<file path="config.mk">
export PLATFORM = sky130hd
export DESIGN_NAME = deadlock_watch
export DESIGN_NICKNAME = d
export VERILOG_FILES = /design/src/rtl/dlw_pkg.sv /design/src/rtl/dlw_timer.sv /design/src/rtl/dlw_pick.sv /design/src/rtl/dlw_regs.sv /design/src/rtl/deadlock_watch.sv
export SDC_FILE = /design/constraint.sdc
export NUM_CORES = 1
export LEC_CHECK = 0
export BUFFER_PORTS_ARGS = -buffer_cell sky130_fd_sc_hd__clkbuf_2
export CAP_MARGIN = 20
export CELL_PAD_IN_SITES_DETAIL_PLACEMENT = 1
export CELL_PAD_IN_SITES_GLOBAL_PLACEMENT = 1
export CORE_MARGIN = 10
export CORE_UTILIZATION = 40
export DETAILED_ROUTE_END_ITERATION = 8
export HOLD_SLACK_MARGIN = 0.15
export PLACE_DENSITY_LB_ADDON = 0.15
export SETUP_SLACK_MARGIN = 0.2
export SKIP_LAST_GASP = 1
export SLEW_MARGIN = 10
export SYNTH_ARGS = -nofsm -noshare
export SYNTH_HDL_FRONTEND = slang
export SYNTH_SLANG_ARGS = --single-unit
</file>
<file path="constraint.sdc">
create_clock -name clk -period 2.6 [get_ports clk]
set_input_delay 0.26 -clock clk [delete_from_list [all_inputs] [get_ports clk]]
set_output_delay 0.26 -clock clk [all_outputs]
set_load 0.02 [all_outputs]
</file>
<file path="src/rtl/dlw_pkg.sv">
package dlw_pkg;
  localparam int unsigned REG_AW = 3;
  localparam int unsigned REG_DW = 32;
  localparam int unsigned CODE_W = 4;

  localparam logic [REG_AW-1:0] ADR_LIMIT  = 3'd0;
  localparam logic [REG_AW-1:0] ADR_STATUS = 3'd1;
  localparam logic [REG_AW-1:0] ADR_RAW    = 3'd2;
  localparam logic [REG_AW-1:0] ADR_MASKED = 3'd3;
  localparam logic [REG_AW-1:0] ADR_ENABLE = 3'd4;
  localparam logic [REG_AW-1:0] ADR_CLEAR  = 3'd5;

  // lowest set bit of a 16-bit vector, 0 when empty
  function automatic logic [CODE_W-1:0] first_hit(input logic [15:0] v);
    logic [CODE_W-1:0] r;
    r = '0;
    for (int i = 15; i >= 0; i--) begin
      if (v[i]) r = CODE_W'(i);
    end
    return r;
  endfunction

  // wait count after one cycle, saturating
  function automatic logic [31:0] wait_step(input logic [31:0] cnt, input logic [31:0] top,
                                            input logic restart);
    if (restart) return 32'd0;
    if (cnt == top) return cnt;
    return cnt + 32'd1;
  endfunction
endpackage

</file>
<file path="src/rtl/dlw_timer.sv">
module dlw_timer #(
  parameter int unsigned CW = 13
) (
  input  logic          clk,
  input  logic          rst_n,
  input  logic          pending,
  input  logic          resp,
  input  logic [CW-1:0] limit,
  output logic          expired
);
  import dlw_pkg::*;

  localparam logic [CW-1:0] CNT_TOP = {CW{1'b1}};

  logic [CW-1:0] wait_cnt;
  logic          restart;
  logic [31:0]   nxt_wide;

  assign restart  = !pending || resp;
  assign nxt_wide = wait_step(32'(wait_cnt), 32'(CNT_TOP), restart);

  always_ff @(posedge clk or negedge rst_n) begin
    if (!rst_n) wait_cnt <= '0;
    else        wait_cnt <= nxt_wide[CW-1:0];
  end

  assign expired = pending && !resp && (wait_cnt >= limit);

  // a response or an idle master restarts the count
  p_restart_r2: assert property (@(posedge clk) disable iff (!rst_n)
    restart |=> (wait_cnt == '0));

  // a stalled master advances by one per cycle until saturation
  p_step_r3: assert property (@(posedge clk) disable iff (!rst_n)
    (!restart && wait_cnt != CNT_TOP) |=> (wait_cnt == $past(wait_cnt) + 1'b1));
endmodule

</file>
<file path="src/rtl/dlw_pick.sv">
module dlw_pick #(
  parameter int unsigned N = 4
) (
  input  logic [N-1:0] hits,
  output logic         any_hit,
  output logic [3:0]   code
);
  import dlw_pkg::*;

  logic [15:0] wide;
  assign wide    = 16'(hits);
  assign any_hit = |hits;
  assign code    = first_hit(wide);

  // the chosen master is really expired and none below it is
  always_comb begin
    if (any_hit) begin
      a_pick_r4: assert (hits[code] && ((hits & ((N'(1) << code) - N'(1))) == '0));
    end
  end
endmodule

</file>
<file path="src/rtl/dlw_regs.sv">
module dlw_regs #(
  parameter int unsigned CW      = 13,
  parameter int unsigned RST_LIM = 2048
) (
  input  logic                          clk,
  input  logic                          rst_n,
  input  logic                          bus_wr,
  input  logic [dlw_pkg::REG_AW-1:0]    bus_addr,
  input  logic [dlw_pkg::REG_DW-1:0]    bus_wdata,
  output logic [dlw_pkg::REG_DW-1:0]    bus_rdata,
  input  logic                          dl_event,
  input  logic [3:0]                    dl_code,
  output logic [CW-1:0]                 limit,
  output logic                          irq
);
  import dlw_pkg::*;

  logic       raw_q, en_q;
  logic [3:0] code_q;
  logic       clr_hit, capture;

  assign clr_hit = bus_wr && (bus_addr == ADR_CLEAR) && bus_wdata[0];
  assign capture = dl_event && (!raw_q || clr_hit);

  always_ff @(posedge clk or negedge rst_n) begin
    if (!rst_n) begin
      limit  <= CW'(RST_LIM);
      en_q   <= 1'b1;
      raw_q  <= 1'b0;
      code_q <= '0;
    end else begin
      if (bus_wr && bus_addr == ADR_LIMIT)  limit <= bus_wdata[CW-1:0];
      if (bus_wr && bus_addr == ADR_ENABLE) en_q  <= bus_wdata[0];
      if (dl_event)     raw_q <= 1'b1;
      else if (clr_hit) raw_q <= 1'b0;
      if (capture) code_q <= dl_code;
    end
  end

  assign irq = raw_q && en_q;

  always_comb begin
    bus_rdata = '0;
    case (bus_addr)
      ADR_LIMIT:  bus_rdata = REG_DW'(limit);
      ADR_STATUS: bus_rdata = REG_DW'({raw_q, code_q});
      ADR_RAW:    bus_rdata = REG_DW'(raw_q);
      ADR_MASKED: bus_rdata = REG_DW'(irq);
      ADR_ENABLE: bus_rdata = REG_DW'(en_q);
      default:    bus_rdata = '0;
    endcase
  end

  // a deadlock event always leaves the raw bit set
  p_set_wins_r6: assert property (@(posedge clk) disable iff (!rst_n)
    dl_event |=> raw_q);

  // a lone clear drops the raw bit
  p_clear_r5: assert property (@(posedge clk) disable iff (!rst_n)
    (clr_hit && !dl_event) |=> !raw_q);

  // the code holds while raw stays set without a clear
  p_code_hold_r7: assert property (@(posedge clk) disable iff (!rst_n)
    (raw_q && !clr_hit) |=> $stable(code_q));

  // raw rises only after an event
  p_rise_r3: assert property (@(posedge clk) disable iff (!rst_n)
    $rose(raw_q) |-> $past(dl_event));
endmodule

</file>
<file path="src/rtl/deadlock_watch.sv">
module deadlock_watch #(
  parameter int unsigned NUM_MST = 4,
  parameter int unsigned CW      = 13,
  parameter int unsigned RST_LIM = 2048
) (
  input  logic               clk,
  input  logic               rst_n,
  input  logic [NUM_MST-1:0] mst_pending,
  input  logic [NUM_MST-1:0] mst_resp,
  input  logic               bus_wr,
  input  logic [2:0]         bus_addr,
  input  logic [31:0]        bus_wdata,
  output logic [31:0]        bus_rdata,
  output logic               irq
);
  logic [CW-1:0]      limit;
  logic [NUM_MST-1:0] expired;
  logic               dl_event;
  logic [3:0]         dl_code;

  for (genvar g = 0; g < NUM_MST; g++) begin : g_tmr
    dlw_timer #(.CW(CW)) u_tmr (
      .clk     (clk),
      .rst_n   (rst_n),
      .pending (mst_pending[g]),
      .resp    (mst_resp[g]),
      .limit   (limit),
      .expired (expired[g])
    );
  end

  dlw_pick #(.N(NUM_MST)) u_pick (
    .hits    (expired),
    .any_hit (dl_event),
    .code    (dl_code)
  );

  dlw_regs #(.CW(CW), .RST_LIM(RST_LIM)) u_regs (
    .clk       (clk),
    .rst_n     (rst_n),
    .bus_wr    (bus_wr),
    .bus_addr  (bus_addr),
    .bus_wdata (bus_wdata),
    .bus_rdata (bus_rdata),
    .dl_event  (dl_event),
    .dl_code   (dl_code),
    .limit     (limit),
    .irq       (irq)
  );
endmodule

</file>
Word-level counts from Yosys, hierarchy flattened --
Cells that the tools add are included.
Operators by class: multiply operators 0, shifts and indexed selects 0, multiplexer cells 35, bitwise gates (word level) 0, $add $sub $neg 4, reduce and logical (&&, ||, !) cells 31, divide/modulo/power cells 0, magnitude comparators 4, eq/ne operators 13
Operators by type and width (number):
- $mux W13 | 16
- $pmux W13 S5 | 1
- $add A13 B1 Y13 const B | 4
- $eq A13 B13 Y1 const B | 4
- $ge A13 B13 Y1 | 4
- $logic_and A1 B1 Y1 | 14
- $mux W1 | 14
- $ne A3 B2 Y1 const B | 4
- $logic_not A1 Y1 | 9
- $mux W2 | 4
- $eq A3 B2 Y1 const B | 2
- $eq A3 B3 Y1 const B | 2
- $logic_or A1 B1 Y1 | 5
- $reduce_or A4 Y1 | 1
- $eq A3 B1 Y1 const B | 1
- $logic_not A3 Y1 | 1
- $reduce_bool A2 Y1 | 1
Storage, ports and cells: input port bits 46, logic and storage cells 95, register bits 71, RAM bits 0, latch bits 0, ROM bits 0, output and inout bits 33, memories 0

Depth between registers and ports, before layout --
Gate-level depths: netlist of the first run.
depth in word-level cells 7, depth in mapped cells 8, gate-level depth less buffers 8

Modules after synthesis --
A second synthesis of the first run with hierarchy kept.
Second synthesis, totals: cell total of the unflattened synthesis 576, area total of the unflattened synthesis 5275.1 sq um
Modules (own cells, without submodules):
- dlw_timer | cells each 114, sequential area each 325.3 sq um, area an instance 987.2 sq um, times used 4
- dlw_regs | cells each 110, sequential area each 478.0 sq um, area an instance 1272.5 sq um, times used 1
- dlw_pick | cells each 10, sequential area each 0.0 sq um, area an instance 53.8 sq um, times used 1

Worst setup path after synthesis of the first run --
OpenSTA, ideal clock, no wires.
path type reg2reg, start point register u_regs.limit[11], end point register u_regs.code_q[0], slack 0.696 ns, path buffers 0, setup time 0.104 ns, required time 2.496 ns, period minus slack after synthesis 1.904 ns, arrival 1.800 ns, cell stages (with the launch flop) 8, path through dfstp_2 inv_1 ha_1 and4_1 and3_1 nor3_1 o21bai_1 a221oi_1
Between the ends: cells in the longest elaborated chain, start to end 6, elaborated cells between the ends (all ways) 14, classes of those cells order compare: 4; mux: 4; reduce/logical: 6
Ends and longest elaborated chain:
- start: declaration | line dlw_regs.sv:13 | output logic [CW-1:0] limit,
- start signal: assignment | line dlw_regs.sv:27 | limit <= CW'(RST_LIM);
- start signal: assignment | line dlw_regs.sv:32 | if (bus_wr && bus_addr == ADR_LIMIT) limit <= bus_wdata[CW-1:0];
- $ge A13 B13 Y1 | line dlw_timer.sv:27 | assign expired = pending && !resp && (wait_cnt >= limit);
- $logic_and A1 B1 Y1 | line dlw_timer.sv:27
- $mux W2 (4 in a row) | line dlw_pkg.sv:18 | if (v[i]) r = CODE_W'(i);
- end signal: assignment | line dlw_regs.sv:36 | if (capture) code_q <= dl_code;
- end: declaration | line dlw_regs.sv:19 | logic [3:0] code_q;
Several ways; a longest one is shown, not always the timed one. A chain may end at the register's enable or synchronous reset.

Worst setup path in the final report of the first run --
start point register u_regs.limit[3], end point register u_regs.code_q[1]
The elaborated chain is that of the path after synthesis.

==> results.md, run 1 <==
* Status: completed
* Number of global-route vias before repair at about 4100
* Synth warnings at 0
* WL final at 12700 µm
* Met3 WL at 581 µm
* Core area at ~0.011 mm²
* Syn Area/Cell at a little over 9 µm²
* Int Pwr at around 2.1 mW
* Worst hold path class: input pin to flop
* Setup Buffers After CTS at 0
* Overall power at approximately 3.0 mW
* Starting Density at between 40% and 50%
* # setup viols final at 0
* Share of power burned in registers at 39.9%
* Max incr delay on CP at approximately 0.38 ns
* Max-Slew Margin vs Limit at roughly three fifths
* CP max stage cell: dfrtp_1
* PD cells at about 550 mW/mm²
* Layout area overhead at 14.6%
* RSZ-0062 raised after global routing: false
* Residual DRC count at 0
* Post-DRT Antenna Nets at 0
* WL per Instance at around 18 µm
* Cts bufs inserted at 9
* Critical Path Sink Type: flop
* Worst-Margin Slew at slightly above 0.6 ns
* Final Util at between 40% and 50%
* Commonest non-fill, non-tap cell in the layout: dfrtp_1
* H-tree Lvls at 3
* Largest net degree at the start of global routing at 37
* Comb power frac at 18.6%
* Non-filler cells, final at 710
* Commonest cells after routing, fill and taps aside: dfrtp_1 (67), nor2_1 (61), ha_1 (56), nand2_1 (42), clkbuf_2 (39)
* Tmin final at between 2 and 2.5 ns
* # nets final at about 660
* Req. time, crit path at 2.84 ns
* CP Cell Sequence: inv_1 > ha_1 > a21oi_1 > a21boi_0 > o31ai_1 > nand2_1 > or2_1 > a221oi_1
* Mux contribution to synthesized area at roughly 1.8%
* Post-Synth XOR/XNOR Area at ~6.4%
* Max-slew violations at 0
* Gate Count Post-Synth at 510
* Met2 routed WL at between 5000 and 6000 µm
* Final worst setup slack at about 0.41 ns
* Kind of critical path: flop to flop
* Ys flop type: dfrtp_1
* Leak at approximately 2.6 nW
* Crit Path Max Fanout at 5
* CTS max path bufs at 2
* Net switching power figure at 0.893 mW
* GP Congestion at 0.795
* Top layer reached by signal wires: met4
* Clk pwr share at 41.6%
* Fin Clk Skew at 0.00565 ns
* Sw Share at 30.2%
* Iter 0 DRT Violations at about 180
* Antenna violations before repair at 0
* FILL cells at between 1000 and 1500
* Startpoint type of the worst setup path: flop
* Fin crit share at between 80% and 90%
* Complex-gate fraction of the synthesized area at around 12%
* Post-Synth Adder-Cell Area at between 10% and 20%
* Vias/cell at 5.33
* GRT Overall Usage at around 16%
* Global-route wire length before repair at between 20000 and 25000 µm
* Die extent in x at between 100 and 150 µm
* Synth Register Bits at a little under 70
* Worst path bufs/invs at 1
* Asr flop ratio synth at 100%
* Setup slack after placement at ~0.42 ns
* Site Rows at 39
* Final Hold Vio Count at 0
* Die area at 0.0165 mm²
* Via count at 3785
* Synth cell types at 56
* Maxcap violations at 0
* Fin Setup TNS at 0 ns
* Post-DP HPWL at between 9000 and 10000 µm
* Dominant combinational cell family by area after synthesis: simple AND/OR/NAND/NOR gates
* Post-synthesis sequential area ratio at around 37%
* Clock slew at reported path FFs at 0.06 ns
* Area occupied by multi-input gates at between 0.002 and 0.003 mm²
* Antenna diodes at 0
* TritonCTS clock tree: built
* Post-synth EDFFs at 0
* Synth Area in Simple Gates at around 23%
* Clock Tree Root: clkbuf_16
* Skew-Pair Late Insertion Delay at ~0.35 ns
* Fraction of layout cells with a size suffix above 1 at about 14%
* Placed cells at roughly 700
* Max IR drop VDD at ~350 µV
* Met1 WL at 5910 µm
* Ports at between 70 and 80
* Die Ht at 128 µm
* Fmax at roughly 460 MHz
* Crit path DAT at 2.43 ns
* Port bufs at 40
* FF/Latch Area at between 0.0015 and 0.002 mm²
* Post-Syn Area at 0.00469 mm²
* TritonRoute pass-1 iters at 4
* GR Overflow Total at 0
* Top delay family on crit path: compound AO/OA/AOI/OAI gates
* Clock sinks at 69
## cell usage after synthesis, drive strengths merged, types with 12 or more instances
cell	number	area (µm²)
inv	20	75.1
xor2	20	175
buf	22	163
o21ai	26	130
a21oi	28	140
and2	18	113
nand3	21	105
nor3	12	87.6
nand2	42	158
and3	13	91.3
ha	56	701
nand4	13	81.3
xnor2	14	123
dfrtp	67	1680
nor2	61	229
## per-layer routing
layer | global-route usage [%] | vias to the layer above
li1 | - | 1863
met1 | 19.7 | 1842
met2 | 26.1 | 64
met3 | 4.34 | 16
met4 | 5.50 | 0
met5 | 0 | -
## stage by stage
| stage | hold slack (ns) | instance area (µm²) |
|---|---|---|
| final | 0.159 | 5370 |
| after global placement | 0.332 | 4980 |
| after CTS | 0.151 | 5370 |
| after global routing | 0.168 | 5370 |
| after floorplan | -0.0356 | 4760 |
| after detailed placement | 0.354 | 4980 |
## logic make-up (layout without fill, tap and decap cells)
kind of cell,count (synthesis),after routing
mux,8,8
xor+xnor,34,34
other cells,1,19
flops,69,69
buf+inv,52,91
compound gates,85,85
fa+ha+maj,56,56
simple gates,205,205
## worst paths after layout
kind                       slack, ns                          end  depth (start not counted)                   startpoint
min in group asynchronous       0.50   g_tmr[1].u_tmr.wait_cnt[5]                          3                        rst_n
hold / removal                  0.16             u_regs.limit[11]                          3                bus_wdata[11]
setup reg to reg                0.41             u_regs.code_q[1]                          8              u_regs.limit[3]
max in group asynchronous       1.72             u_regs.limit[11]                          3                        rst_n
setup / recovery                0.41             u_regs.code_q[1]                          8              u_regs.limit[3]
hold reg to reg                 0.54  g_tmr[2].u_tmr.wait_cnt[12]                          2  g_tmr[2].u_tmr.wait_cnt[12]
## worst register-to-register path, delay by kind of cell (launching register included)
family / cells / cell delay (ns)
buf+inv: 1 / 0.25
compound gates: 4 / 0.77
fa+ha+maj: 1 / 0.32
simple gates: 2 / 0.37
flops: 1 / 0.38
## registers in the layout, indices dropped and copies added (netlist names)
signal / flops
g_tmr.u_tmr.wait_cnt: 52
u_regs.raw_q: 1
u_regs.limit: 13
u_regs.code_q: 2
u_regs.en_q: 1
## repair_timing
action,4_1_cts,5_1_grt
hold endpoints to repair,75,0
hold buffers,9,0
setup endpoints to repair,0,1
resized for setup,0,1
## power by group through the flow
stage	logic [mW]	clock network (mW)	registers, mW
after floorplan	0.362	0	1.18
after global placement	0.503	0	1.20
after detailed placement	0.542	0	1.20
after CTS	0.557	1.26	1.18
after global routing	0.632	1.31	1.19
final	0.550	1.23	1.18
## final cells by class
cell class | count | area share (%)
Inverter | 20 | 1.40
Tap cell | 143 | 3.33
Clock buffer | 13 | 5.22
Multi-Input combinational cell | 407 | 51.3
Timing Repair Buffer | 55 | 6.24
Sequential cell | 69 | 32.2
Clock inverter | 3 | 0.326
Note: power is estimated with default switching activity, not from simulation.
==> run 2: changes to the inputs <==
--- a/config.mk
+++ b/config.mk
@@ -10,7 +10,7 @@
 export CELL_PAD_IN_SITES_DETAIL_PLACEMENT = 1
 export CELL_PAD_IN_SITES_GLOBAL_PLACEMENT = 1
 export CORE_MARGIN = 10
-export CORE_UTILIZATION = 40
+export CORE_UTILIZATION = 39
 export DETAILED_ROUTE_END_ITERATION = 8
 export HOLD_SLACK_MARGIN = 0.15
 export PLACE_DENSITY_LB_ADDON = 0.15
==> constraint.sdc (replaced) <==
create_clock -name clk -period 1.9 [get_ports clk]
set_input_delay 0.19 -clock clk [delete_from_list [all_inputs] [get_ports clk]]
set_output_delay 0.19 -clock clk [all_outputs]
set_load 0.02 [all_outputs]
==> results.md, run 2 (synthesized netlist as in run 1, its figures left out) <==
* Worst Hold Endpoint: g_tmr[3].u_tmr.wait_cnt[7]
* CTS max path bufs at 2
* Final worst setup slack at -0.146 ns
* Met1 usage at between 20% and 30%
* Worst path bufs/invs at 1
* Final Hold Vio Count at 0
* Critical Path Stages at 8
* Post-DP HPWL at between 10000 and 15000 µm
* Top reg by flops: g_tmr.u_tmr.wait_cnt
* Final Util at 57.1%
* GRT Overall Usage at between 10% and 20%
* Iter 0 DRT Violations at slightly below 200
* Worst hold path class: input pin to flop
* R2R Path End: u_regs.code_q[1]
* Commonest non-fill, non-tap cell in the layout: buf_4
* PD cells at between 700 and 800 mW/mm²
* Fin Clk Skew at between 0.006 and 0.007 ns
* Layout area overhead at 41.4%
* FILL cells at 1297
* Die extent in x at ~130 µm
* GR Overflow Total at 0
* Commonest cells after routing, fill and taps aside: buf_4 (67), dfrtp_1 (65), nor2_1 (59), nand2_1 (38), clkbuf_2 (38)
* Port bufs at 40
* Reg2reg setup slack at -0.15 ns
* # nets final at roughly 740
* Number of global-route vias before repair at around 4500
* WL final at about 16000 µm
* Die area at approximately 0.017 mm²
* Startpoint type of the worst setup path: flop
* H-tree Lvls at 3
* Cts bufs inserted at 9
* Biggest regs: g_tmr.u_tmr.wait_cnt x52, u_regs.limit x13, u_regs.code_q x2
* Max-slew violations at 0
* Skew-Pair Late Insertion Delay at around 0.34 ns
* Failing checks: negative setup slack
* TritonRoute pass-1 iters at 4
* Crit path DAT at 2.29 ns
* # setup viols final at 3
* Fin crit share at 108%
* CP Cell Sequence: inv_4 > ha_4 > nand4_1 > nor2_1 > a22oi_1 > nand2_1 > or2_1 > a221oi_2
* Clock Tree Root: clkbuf_16
* Kind of critical path: flop to flop
* Clock sinks at 69
* R2R Path Start: u_regs.limit[11]
* Req. time, crit path at roughly 2.2 ns
* Max IR drop VDD at 333 µV
* Clock slew at reported path FFs at around 0.060 ns
* Status: finished with violations
* Starting Density at 40.4%
* Tmin final at about 2 ns
* Crit Path Max Fanout at 5
* Leak at 3.02 nW
* Grt met3 use at about 3.3%
* Hold Path Depth at 4
* Core area at between 0.01 and 0.015 mm²
* TritonCTS clock tree: built
* Antenna violations before repair at 1
* Maxcap violations at 0
* Flip-flop count of the largest register after layout at 52
* Site Rows at 39
* GP Congestion at approximately 0.8
* WL per Instance at roughly 20 µm
* Via count at approximately 4200
* Die Ht at approximately 130 µm
* Post-DRT Antenna Nets at 0
* Max incr delay on CP at 0.55 ns
* Fraction of layout cells with a size suffix above 1 at between 30% and 40%
* Largest net degree at the start of global routing at 70
* M2 GR Usage at between 30% and 40%
* Top delay family on crit path: simple AND/OR/NAND/NOR gates
* Global-route wire length before repair at 23500 µm
* Residual DRC count at 0
* Critical Path Sink Type: flop
* Fmax at 489 MHz
* Overall power at approximately 4.7 mW
* FF-to-FF path depth at 8
* RSZ-0062 raised after global routing: true
* Ports at slightly below 80
* CP max stage cell: dfstp_2
* GRT busiest layer: met2
* Vias/cell at between 5 and 6
* Start point of the worst hold path: mst_pending[3]
-- run 2: routing by layer --
layer	share of wire [%]	up-vias
li1	-	2028
met1	43	2087
met2	51	83
met3	3.8	20
met4	1.5	0
met5	0	-
-- run 2: tightest hold or removal path, stage by stage --
cell and delay, ns:
clkbuf_2 0.08, nand2b_1 0.06, buf_4 0.20, nor2_1 0.07
-- run 2: how the worst max path moves through the flow --
stage	startpoint	to	slack (ns)
2_1_floorplan	u_regs.limit[11]	u_regs.code_q[0]	0.15
3_3_place_gp	u_regs.limit[11]	u_regs.code_q[0]	-0.07
3_5_place_dp	u_regs.limit[2]	u_regs.code_q[1]	-0.15
4_1_cts	u_regs.limit[8]	u_regs.code_q[1]	-0.08
5_1_grt	u_regs.limit[3]	u_regs.code_q[1]	-0.21
6_report	u_regs.limit[11]	u_regs.code_q[1]	-0.15
-- run 2: per-stage QoR --
stage	hold slack (ns)	instances	setup slack, ns	area [µm²]	TNS (ns)
6_report	0.288	789	-0.146	6630	-0.376
5_1_grt	0.295	789	-0.208	6630	-0.580
4_1_cts	0.285	777	-0.0823	6270	-0.221
3_5_place_dp	0.255	729	-0.152	5420	-0.414
3_3_place_gp	0.248	729	-0.0696	5420	-0.182
2_1_floorplan	-0.106	528	0.146	4820	0
-- run 2: repair_timing --
action	4_1_cts	5_1_grt
hold endpoints to repair	81	0
pin swaps	25	31
endpoints found under the setup margin	24	38
hold buffers	14	0
setup buffers	18	11
resized for setup	41	59
-- run 2: cell type report --
type / count / area, µm² / area share [%]
Multi-Input combinational cell: 407 / 3270 / 49.3
Sequential cell: 69 / 1730 / 26.1
Timing Repair Buffer: 133 / 1010 / 15.3
Clock buffer: 11 / 253 / 3.81
Tap cell: 143 / 179 / 2.70
Inverter: 20 / 97.6 / 1.47
Clock inverter: 5 / 82.6 / 1.25
Antenna cell: 1 / 2.50 / 0.0378
-- run 2: power breakdown --
| group | leakage, nW | switching (mW) | internal (mW) |
|---|---|---|---|
| registers | 0.927 | 0.0771 | 1.55 |
| clock network | 0.154 | 0.705 | 1.22 |
| logic | 1.93 | 0.642 | 0.498 |
| total | 3.02 | 1.42 | 3.27 |
==> run 3: changes to the inputs <==
--- a/config.mk
+++ b/config.mk
@@ -5,12 +5,14 @@
 export SDC_FILE = /design/constraint.sdc
 export NUM_CORES = 1
 export LEC_CHECK = 0
+export ABC_AREA = 1
 export BUFFER_PORTS_ARGS = -buffer_cell sky130_fd_sc_hd__clkbuf_2
 export CAP_MARGIN = 20
 export CELL_PAD_IN_SITES_DETAIL_PLACEMENT = 1
 export CELL_PAD_IN_SITES_GLOBAL_PLACEMENT = 1
+export CORE_ASPECT_RATIO = 2
 export CORE_MARGIN = 10
-export CORE_UTILIZATION = 39
+export CORE_UTILIZATION = 38
 export DETAILED_ROUTE_END_ITERATION = 8
 export HOLD_SLACK_MARGIN = 0.15
 export PLACE_DENSITY_LB_ADDON = 0.15
==> results.md, run 3 <==
* Fin Clk Skew at 0.0104 ns
* Crit path DAT at about 2.1 ns
* TritonCTS clock tree: built
* Vias/cell at 5.21
* R2R Path End: u_regs.raw_q
* Asr flop ratio synth at 100%
* Sw Share at ~30%
* Die Ht at approximately 180 µm
* Cts bufs inserted at 9
* Reg2reg setup slack at about 0.03 ns
* Start point of the worst hold path: mst_resp[2]
* CTS max path bufs at 2
* PD cells at roughly 630 mW/mm²
* Synth Register Bits at about 70
* Synth warnings at 0
* Skew-Pair Late Insertion Delay at 0.35 ns
* Final Hold Vio Count at 0
* Comb power frac at between 20% and 30%
* Max incr delay on CP at ~0.5 ns
* # nets final at 914
* Global-route wire length before repair at ~27000 µm
* Post-synthesis sequential area ratio at between 30% and 40%
* Die area at between 0.015 and 0.02 mm²
* Hold Path Depth at 4
* Tmin final at 1.87 ns
* Max IR drop VDD at around 560 µV
* Int Pwr at between 3 and 4 mW
* Worst Hold Endpoint: g_tmr[2].u_tmr.wait_cnt[11]
* Worst hold path class: input pin to flop
* WL final at approximately 17000 µm
* Ys flop type: dfrtp_1
* Clock sinks at 69
* CP Cell Sequence: ha_1 > nand2_1 > nor2_1 > nand2_1 > nand3_1 > nand2_1 > nand3_1 > nand2_2 > nand2_4 > nor2_2 > buf_4 > nand2_1
* GRT Overall Usage at 18.4%
* Net switching power figure at approximately 1.3 mW
* Synth top cells by count: nand2_1 (137), inv_1 (94), nor2_1 (94), dfrtp_1 (67), a21oi_1 (58)
* Fin crit share at between 90% and 100%
* Worst path bufs/invs at 1
* FF-to-FF path depth at 12
* Commonest cells after routing, fill and taps aside: nand2_1 (118), inv_1 (82), nor2_1 (79), dfrtp_1 (64), buf_4 (61)
* Number of global-route vias before repair at between 5000 and 6000
* Kind of critical path: flop to flop
* Syn Area/Cell at 7.38 µm²
* Ports at slightly below 80
* Post-Syn Area at 0.00503 mm²
* Flip-flop count of the largest register after layout at 52
* Maxcap violations at 0
* Commonest non-fill, non-tap cell in the layout: nand2_1
* Post-synth EDFFs at 0
* Starting Density at about two fifths
* TritonRoute pass-1 iters at 4
* Synth area leader: dfrtp_1
* GR Overflow Total at 0
* GP Congestion at 0.861
* Critical Path Sink Type: flop
* Post-DP HPWL at approximately 13000 µm
* Post-DRT Antenna Nets at 0
* Max-slew violations at 0
* Port bufs at 40
* Yosys top cell area share at 33.3%
* Area contributors post-synth: dfrtp_1 (33%), ha_1 (14%), nand2_1 (10%), inv_1 (7.0%), nor2_1 (7.0%)
* CP max stage cell: dfrtp_1
* Crit Path Max Fanout at 5
* WL per Instance at about 18 µm
* Top reg by flops: g_tmr.u_tmr.wait_cnt
* H-tree Lvls at 3
* Synth cell types at 33
* Layout area overhead at 34.9%
* Top delay family on crit path: simple AND/OR/NAND/NOR gates
* R2R Path Start: g_tmr[0].u_tmr.wait_cnt[2]
* Share of power burned in registers at a little under two fifths
* Biggest regs: g_tmr.u_tmr.wait_cnt x52, u_regs.limit x13, u_regs.code_q x2
* Via count at 5042
* Fin Setup TNS at 0 ns
* Gate Count Post-Synth at 682
* Status: completed
* # setup viols final at 0
* Fmax at between 500 and 600 MHz
* Antenna violations before repair at 0
* Clock slew at reported path FFs at approximately 0.060 ns
* Top-count cell post-synth: nand2_1
* Antenna diodes at 0
* Startpoint type of the worst setup path: flop
* Iter 0 DRT Violations at 115
* Final hold slack at around 0.22 ns
* Die extent in x at 101 µm
* Residual DRC count at 0
* Core area at roughly 0.013 mm²
* Clock Tree Root: clkbuf_16
* Most common cell on crit path: nand2_1
* Clk pwr share at 40.2%
* Largest net degree at the start of global routing at 70
* Leak at 3.49 nW
* Site Rows at between 50 and 60
* RSZ-0062 raised after global routing: true
* Fraction of layout cells with a size suffix above 1 at 28.9%
* Req. time, crit path at 2.13 ns
-- run 3: cell types whose count changed in the layout (fill, tap and decap cells not counted), sizes merged, moves of 13 or more --
cell   before  now
and2       18    0
o21ai      26   50
a21oi      28   60
inv        19  104
nand2      42  146
xnor2      14    0
nor2       61  101
and3       13    0
xor2       20    2
-- run 3: layout make-up --
type                       count  area (µm²)
tap                          152         190
timing repair buffer         127         985
clock buffer                  11         243
clock inverter                 4        48.8
inverter                     104         413
multi-input combinational    501        3180
sequential                    69        1730
fill                        1624        6200
-- run 3: how the worst max path moves through the flow --
stage	endpoint	slack (ns)	from	depth (start not counted)
after global routing	u_regs.code_q[0]	-0.15	u_regs.limit[11]	14
final	u_regs.raw_q	0.03	g_tmr[0].u_tmr.wait_cnt[2]	12
after floorplan	u_regs.code_q[0]	0.20	u_regs.limit[11]	14
after global placement	u_regs.code_q[0]	-0.03	u_regs.limit[10]	14
after CTS	u_regs.code_q[0]	0.03	u_regs.limit[11]	13
after detailed placement	u_regs.code_q[0]	-0.13	u_regs.limit[4]	14
-- run 3: through the flow --
stage	worst slack [ns]	total power [mW]	instance area (µm²)	std cells	util [%]
after floorplan	0.201	2.04	5170	700	-
after global placement	-0.0297	2.42	5800	910	44.6
after detailed placement	-0.132	2.47	5800	910	44.6
after CTS	0.0321	4.31	6500	953	50.0
after global routing	-0.148	4.50	6790	968	52.2
final	0.0302	4.30	6790	968	52.2
-- run 3: power by group through the flow --
| stage | logic (mW) | clock network (mW) | registers [mW] |
|---|---|---|---|
| global route | 1.08 | 1.82 | 1.60 |
| detailed placement | 0.862 | 0 | 1.61 |
| CTS | 0.955 | 1.77 | 1.59 |
| floorplan | 0.449 | 0 | 1.59 |
| finish | 0.980 | 1.73 | 1.59 |
| global placement | 0.817 | 0 | 1.60 |
-- run 3: metal layers --
metal  routed length (µm)  vias to the layer above  track usage [%]
met5                    0                        -                0
met4                  733                        0             9.69
met3                  410                       41             2.82
met2                 9910                       83             35.8
met1                 5970                     2474             17.3
li1                     -                     2444                -
-- run 3: worst register-to-register path, stage by stage (launching register included) --
cell     delay, ns
dfrtp_1       0.50
ha_1          0.36
nand2_1       0.08
nor2_1        0.05
nand2_1       0.06
nand3_1       0.07
nand2_1       0.07
nand3_1       0.12
nand2_2       0.12
nand2_4       0.07
nor2_2        0.11
buf_4         0.12
nand2_1       0.04
-- run 3: what timing repair did --
item,in CTS,in global routing
buffers inserted,13,15
gates cloned,0,0
hold endpoints to repair,81,0
pin swaps,27,10
endpoints found under the setup margin,19,41
gates resized for setup,48,47
hold buffers,15,0
-- run 3: cells by family after synthesis --
| group | Yosys count | synth area share, % |
|---|---|---|
| other | 1 | 0.0745 |
| DFF | 69 | 34.4 |
| AOI/OAI and AO/OA | 122 | 12.7 |
| adders and majority gates | 56 | 13.9 |
| xor gates and xnor gates | 2 | 0.348 |
| buffers and inverters | 130 | 11.3 |
| and+or+nand+nor | 302 | 27.4 |
